`src/rtl/gtm_pkg.sv`:
```
package gtm_pkg;
  localparam int DW = 16;

  typedef enum logic [1:0] {
    RA_CTRL  = 2'd0,
    RA_LIMIT = 2'd1,
    RA_COUNT = 2'd2,
    RA_NONE  = 2'd3
  } gtm_addr_e;

  localparam int B_RUN    = 15;
  localparam int B_QUAL   = 14;
  localparam int B_IE     = 13;
  localparam int B_FLAG   = 5;
  localparam int B_REPEAT = 0;
endpackage

```
`src/rtl/gtm_ctrl.sv`:
```
module gtm_ctrl
  import gtm_pkg::*;
(
  input  logic          clk,
  input  logic          rst_n,
  input  logic          wr_ctrl,
  input  logic [DW-1:0] wdata,
  input  logic          match,
  output logic          run,
  output logic          ie,
  output logic          rpt,
  output logic          flag,
  output logic          irq
);
  logic stop_hw;
  logic qual_wr;

  assign stop_hw = run & match & ~rpt;
  assign qual_wr = wr_ctrl & wdata[B_QUAL];
  assign irq     = run & ie & match;

  always_ff @(posedge clk or negedge rst_n) begin
    if (!rst_n) begin
      run  <= 1'b0;
      ie   <= 1'b0;
      rpt  <= 1'b0;
      flag <= 1'b0;
    end else begin
      if (qual_wr)      run <= wdata[B_RUN];
      else if (stop_hw) run <= 1'b0;
      if (wr_ctrl) begin
        ie  <= wdata[B_IE];
        rpt <= wdata[B_REPEAT];
      end
      if (match)                          flag <= 1'b1;
      else if (wr_ctrl && !wdata[B_FLAG]) flag <= 1'b0;
    end
  end

  AST_RUN_GUARDED: assert property (@(posedge clk) disable iff (!rst_n)
    (run != $past(run)) |-> ($past(qual_wr) || ($past(stop_hw) && !run)));
  AST_FLAG_ON_MATCH: assert property (@(posedge clk) disable iff (!rst_n)
    match |=> flag);
  AST_SHOT_STOPS: assert property (@(posedge clk) disable iff (!rst_n)
    (stop_hw && !qual_wr) |=> !run);
  AST_QUAL_WINS: assert property (@(posedge clk) disable iff (!rst_n)
    (stop_hw && qual_wr && wdata[B_RUN]) |=> run);
endmodule

```
`src/rtl/gtm_counter.sv`:
```
module gtm_counter #(
  parameter int W = 16
) (
  input  logic         clk,
  input  logic         rst_n,
  input  logic         run,
  input  logic         rpt,
  input  logic         wr_limit,
  input  logic         wr_count,
  input  logic [W-1:0] wdata,
  output logic [W-1:0] count,
  output logic [W-1:0] limit,
  output logic         match
);
  localparam logic [W-1:0] LIMIT_RST = {W{1'b1}};

  assign match = (count == limit);

  always_ff @(posedge clk or negedge rst_n) begin
    if (!rst_n) limit <= LIMIT_RST;
    else if (wr_limit) limit <= wdata;
  end

  always_ff @(posedge clk or negedge rst_n) begin
    if (!rst_n) begin
      count <= '0;
    end else if (wr_count) begin
      count <= wdata;
    end else if (run) begin
      if (!match)  count <= count + 1'b1;
      else if (rpt) count <= '0;
    end
  end

  AST_CNT_HOLD: assert property (@(posedge clk) disable iff (!rst_n)
    (!run && !wr_count) |=> $stable(count));
  AST_CNT_WRAP: assert property (@(posedge clk) disable iff (!rst_n)
    (run && match && rpt && !wr_count) |=> (count == '0));
  AST_SHOT_HOLD: assert property (@(posedge clk) disable iff (!rst_n)
    (run && match && !rpt && !wr_count) |=> $stable(count));
  AST_CNT_LOAD: assert property (@(posedge clk) disable iff (!rst_n)
    wr_count |=> (count == $past(wdata)));
  AST_LIMIT_LOAD: assert property (@(posedge clk) disable iff (!rst_n)
    wr_limit |=> (limit == $past(wdata)));
endmodule

```
`src/rtl/gtm_timer.sv`:
```
module gtm_timer
  import gtm_pkg::*;
(
  input  logic          clk,
  input  logic          rst_n,
  input  logic          wr_en,
  input  logic [1:0]    addr,
  input  logic [DW-1:0] wdata,
  output logic [DW-1:0] rdata,
  output logic          irq
);
  gtm_addr_e sel;
  logic wr_ctrl, wr_limit, wr_count;
  logic run, ie, rpt, flag, match;
  logic [DW-1:0] count, limit, ctrl_view;

  assign sel      = gtm_addr_e'(addr);
  assign wr_ctrl  = wr_en && (sel == RA_CTRL);
  assign wr_limit = wr_en && (sel == RA_LIMIT);
  assign wr_count = wr_en && (sel == RA_COUNT);

  gtm_ctrl u_ctrl (
    .clk(clk), .rst_n(rst_n), .wr_ctrl(wr_ctrl), .wdata(wdata), .match(match),
    .run(run), .ie(ie), .rpt(rpt), .flag(flag), .irq(irq)
  );

  gtm_counter #(.W(DW)) u_cnt (
    .clk(clk), .rst_n(rst_n), .run(run), .rpt(rpt), .wr_limit(wr_limit),
    .wr_count(wr_count), .wdata(wdata), .count(count), .limit(limit), .match(match)
  );

  always_comb begin
    ctrl_view           = '0;
    ctrl_view[B_RUN]    = run;
    ctrl_view[B_IE]     = ie;
    ctrl_view[B_FLAG]   = flag;
    ctrl_view[B_REPEAT] = rpt;
  end

  always_comb begin
    unique case (sel)
      RA_CTRL:  rdata = ctrl_view;
      RA_LIMIT: rdata = limit;
      RA_COUNT: rdata = count;
      default:  rdata = '0;
    endcase
  end

  AST_IRQ_NOT_ALLOWED: assert property (@(posedge clk) disable iff (!rst_n)
    (!ie && !$past(wr_ctrl)) |-> !irq);
endmodule

```
`config.mk`:
```
export PLATFORM = sky130hd
export DESIGN_NAME = gtm_timer
export DESIGN_NICKNAME = d
export VERILOG_FILES = /design/src/rtl/gtm_pkg.sv /design/src/rtl/gtm_ctrl.sv /design/src/rtl/gtm_counter.sv /design/src/rtl/gtm_timer.sv
export SDC_FILE = /design/constraint.sdc
export NUM_CORES = 1
export LEC_CHECK = 0
export CAP_MARGIN = 5
export CORE_ASPECT_RATIO = 1.4
export CORE_UTILIZATION = 52
export CTS_CLUSTER_DIAMETER = 200
export DETAILED_ROUTE_END_ITERATION = 8
export PLACE_DENSITY = 0.88
export REMOVE_ABC_BUFFERS = 1
export SLEW_MARGIN = 25
export SYNTH_ARGS = -nofsm -noshare
export SYNTH_HDL_FRONTEND = slang
export SYNTH_SLANG_ARGS = --single-unit
```
`constraint.sdc`:
```
create_clock -name clk -period 2.16 [get_ports clk]
set_input_delay 0.216 -clock clk [delete_from_list [all_inputs] [get_ports clk]]
set_output_delay 0.216 -clock clk [all_outputs]
set_load 0.01 [all_outputs]
```
* After elaboration in Yosys (flattened, before gate mapping)
Cells that the tools add are included.
Storage, ports and cells: logic and storage cells 36, bits in registers 36, input bits 21
Operators by class: equal/unequal tests 4, add/subtract/negate cells 1, bitwise operators 6, mux-type cells 9, reduce and logical (&&, ||, !) cells 10
Operators by type and width (count):
- two-way mux 16 bit | 4
- one-hot mux 16 bit (3 select lines) | 1
- adder 16 x 1 -> 16 bit, second input constant | 1
- == test 16 bit | 1
- nonzero test 2 bit | 3
- bitwise AND 1 bit | 5
- logical AND 1 bit | 4
- two-way mux 1 bit | 4
- inequality test 3 x 2 -> 1 bit, second input constant | 1
- == test 2 x 1 -> 1 bit, second input constant | 1
- == test 2 bit, second input constant | 1
- zero test 2 bit | 1
- AND reduction 2 bit | 1
- zero test 1 bit | 1
- inverter 1 bit | 1

* Logic depth before layout (Yosys ltp)
word-level depth 5, mapped depth 9, gate-level depth less buffers 6

* Hierarchy
From an unflattened synthesis, not the netlist that was laid out.
Unflattened totals: cells, all modules 221, area, all modules 2253.4 um^2
By module, submodules not included:
- gtm_counter | area each 1839.3 um^2, times used 1, cells each 179
- gtm_timer | area each 246.5 um^2, times used 1, cells each 29
- gtm_ctrl | area each 167.7 um^2, times used 1, cells each 13

* Least setup slack after synthesis
No wires, ideal clock.
path type reg-to-reg, from reg u_cnt.count[5], to reg u_cnt.count[12], data required time 2.040 ns, cell stages (with the launch flop) 8, buffers on the path 1, setup slack 0.335 ns, arrival time 1.705 ns, setup time 0.120 ns, cells stage by stage dfrtp_1 -> buf_6 -> xor2_1 -> nor4_1 -> nand4_1 -> or2_1 -> o21a_1 -> a31o_1
On the way: cells in the longest elaborated chain, start to end 4, elaborated cells between the ends (all ways) 7, classes of those cells add/sub (1); eq/ne (2); mux (3); reduce/logical (1)
RTL lines:
- start, declared | RTL line gtm_counter.sv:11 | output logic [W-1:0] count,
- start signal, assigned | RTL line gtm_counter.sv:28 | count <= wdata;
- start signal, assigned | RTL line gtm_counter.sv:30 | if (!match) count <= count + 1'b1;
- adder 16 x 1 -> 16 bit or == test 16 bit (tied branches) | RTL line gtm_counter.sv:30, gtm_counter.sv:17
- two-way mux 16 bit | RTL line gtm_counter.sv:30
- two-way mux 16 bit | RTL line gtm_counter.sv:29 | end else if (run) begin
- two-way mux 16 bit | RTL line gtm_counter.sv:27 | end else if (wr_count) begin
Parallel ways exist; a longest one is shown, timed or not. The select of a mux whose other input is x is not followed. A chain may end at the register's enable or synchronous reset.

* Worst setup path after layout
from reg u_cnt.limit[0], to reg u_cnt.count[14]
On the way: cells in the longest elaborated chain, start to end 4, elaborated cells between the ends (all ways) 6, classes of those cells eq/ne (2); mux (3); reduce/logical (1)
RTL lines:
- start, declared | RTL line gtm_counter.sv:12 | output logic [W-1:0] limit,
- start signal, assigned | RTL line gtm_counter.sv:21 | else if (wr_limit) limit <= wdata;
- == test 16 bit * | RTL line gtm_counter.sv:17 | assign match = (count == limit);
- two-way mux 16 bit | RTL line gtm_counter.sv:30
- two-way mux 16 bit | RTL line gtm_counter.sv:29
- two-way mux 16 bit | RTL line gtm_counter.sv:27
Mark *: on every way between the ends. The rest lies on a longest branch, timed or not. The select of a mux whose other input is x is not followed.

==> qor.txt <==
Fill cells: 289
sequential share of the synthesized area: 0.406
NumNets Final: 313
maxcap violations: 0
DR top layer: met4
Setup TNS Final: -4.24 ps
critical path type: reg -> reg
syn_area_per_cell: 9.69 um2
Starting Density: 0.540
Post-Syn Area: 0.00227 mm2
RD Place Congestion: 0.966
layout cells sized above 1: 0.301
core box area: 0.00420 mm2
DRT met1 WL: 2310 um
Max Clk Rate: 462 MHz
vias in the first global route: 2,104
flops & latches, synth: 36
die area: 0.00463 mm2
DIE HEIGHT: 80.2 um
yosys warns: 0
pin count of the biggest net entering global routing: 37
pins over their slew limit: 0
deepest clock path buffer count: 2
worst vdd ir: 0.000580 V
Final Hold Fails: 0
drt drc: 3
CTS H-tree lvls: 2
Worst-Skew Late Latency: 300 ps
fin util: 0.717
Routed WL per cell: 18.2 um
cts bufs inserted: 5
Detail Placement HPWL: 4220 um
antenna-violating nets left: 0
min Tclk post-route: 2160 ps
met3 routed WL: 421 um
remaining global-route overflow: 0
Final Setup Violations: 2
io pins: 38
RSZ-0062 raised after global routing: true
IO buf count: 37
crit share post-route: 1.00
Vias/cell: 6.26
initial antenna violation count: 0
crit end category: flip-flop
FF/Latch Area: 921 um2
CTS tree: done
status: finished, violations left
Vias: 2,108
PwrDens: 869 mW/mm2
first-pass GRT wire length: 9770 um
first-pass iteration count of the detailed router: 6
Critical Path Fanout Max: 5
final WL: 6140 um
Cells after Synth: 234
number of synthesized flops with an enable pin: 0
clk_skew: 14.1 ps
Least-Margin Pin Slew: 461 ps
iteration-0 DRC count of the detailed router: 143
Rows: 28
max_slew headroom: 0.692
Lkg Pwr: 1.24 nW
clk slew on worst S/H paths: 80 ps
gr usage total: 0.279
Netlist cell types: 43
Clock Sink Count: 36
Clock Root Buffer: clkbuf_8
ys async rst share: 1.00
Startpoint Class: flip-flop
WP data required: 2360 ps
met2 wire length: 3190 um
worst hold path type: in -> async
DP Worst Slack: -117 ps
area delta synth->final: 32.9%
Die Wd: 57.8 um
Arrival @ worst endpoint: 2360 ps
Antenna Cells: 0
top_reg_cell synth: dfrtp_1
failing checks: design-rule violations, negative setup slack
Multi-input gate area: 0.00130 mm2
post-layout worst setup margin: -2.71 ps
[synth_stat cells, types with 3 or more instances]
cell | n | share of area
nand2_1 | 21 | 0.035
dfrtp_1 | 20 | 0.22
nor2_1 | 20 | 0.033
mux2_2 | 18 | 0.089
dfstp_2 | 16 | 0.19
xor2_1 | 16 | 0.062
a22o_1 | 13 | 0.050
nand3_1 | 12 | 0.026
o21ai_0 | 12 | 0.026
nand4_1 | 9 | 0.025
mux2i_1 | 7 | 0.031
clkbuf_1 | 6 | 0.0099
inv_1 | 6 | 0.0099
a21oi_1 | 5 | 0.011
a221oi_1 | 5 | 0.019
a31o_1 | 4 | 0.015
buf_2 | 4 | 0.0088
buf_6 | 4 | 0.020
nor4_1 | 4 | 0.011
o31ai_1 | 4 | 0.013
a31oi_1 | 3 | 0.0083
[layer usage]
metal	global-route usage	up-vias
li1	-	961
met1	0.327	1016
met2	0.467	106
met3	0.0660	25
met4	0.143	0
met5	0	-
[registers in the layout, indices dropped and copies added (netlist names)]
register     flops
u_cnt.count     16
u_cnt.limit     16
u_ctrl.flag      1
u_ctrl.ie        1
u_ctrl.rpt       1
u_ctrl.run       1
[layout make-up]
cell class                 instances  area share
clock inverter                     2     0.00332
clock buffer                       6      0.0274
timing repair buffer              67       0.205
tap                               45      0.0187
inverter                           6     0.00747
sequential                        36       0.305
multi-input combinational        175       0.432
[worst max-delay path: stages, from the launching register on]
cell     delay, ps
dfstp_2        570
xor2_2          80
nor4_4         330
nand4_1        190
buf_4          200
or2_4          240
o21a_4         240
a31o_1         210
[placed cells by master (no fill, tap or decap), drive strengths merged, types with 7 or more instances in the layout]
cell type / Yosys / layout
dfrtp: 20 / 20
clkdlybuf4s50: 0 / 36
a22o: 13 / 13
dfstp: 16 / 16
nor2: 20 / 20
nand3: 12 / 12
nand4: 9 / 9
mux2i: 7 / 7
o21ai: 13 / 13
mux2: 18 / 18
buf: 10 / 30
nand2: 21 / 21
xor2: 16 / 16
[metrics by stage]
step	cell area, um2	hold WS, ps	total power (W)	cells
finish	3020	326	0.00262	337
global route	3020	389	0.00276	337
CTS	2950	345	0.00254	337
detailed placement	2820	513	0.00201	327
global placement	2820	510	0.00197	327
floorplan	2160	-79.6	0.00155	217
[what timing repair did]
action,4_1_cts,5_1_grt
setup buffers,2,0
gates resized for setup,5,12
hold buffers,0,0
endpoints found under the setup margin,11,19
pin swaps,4,10
[worst paths after layout]
path | from | endpoint | slack (ps) | cells past startpoint
max | u_cnt.limit[0]$_DFFE_PN1P_ | u_cnt.count[14]$_DFFE_PN0P_ | -3 | 7
max reg2reg | u_cnt.limit[0]$_DFFE_PN1P_ | u_cnt.count[14]$_DFFE_PN0P_ | -3 | 7
max in group asynchronous | rst_n | u_cnt.limit[5]$_DFFE_PN1P_ | 1470 | 2
min | rst_n | u_cnt.count[10]$_DFFE_PN0P_ | 330 | 2
min in group clk | wdata[10] | u_cnt.count[10]$_DFFE_PN0P_ | 520 | 3
min reg2reg | u_ctrl.flag$_DFFE_PN0P_ | u_ctrl.flag$_DFFE_PN0P_ | 530 | 2
[cell families after synthesis]
family	synth area share
compound gates	0.165
xor+xnor	0.0656
fa+ha+maj	0.00551
buf+inv	0.0590
simple gates	0.178
flops	0.406
mux	0.120
[power breakdown]
part           internal [W]  leakage [nW]  switching (W)
combinational      0.000555         0.797       0.000535
sequential         0.000868         0.391       0.000155
clock              0.000255        0.0510       0.000254
total               0.00168          1.24       0.000944
Note: power is estimated with default switching activity, not from simulation.
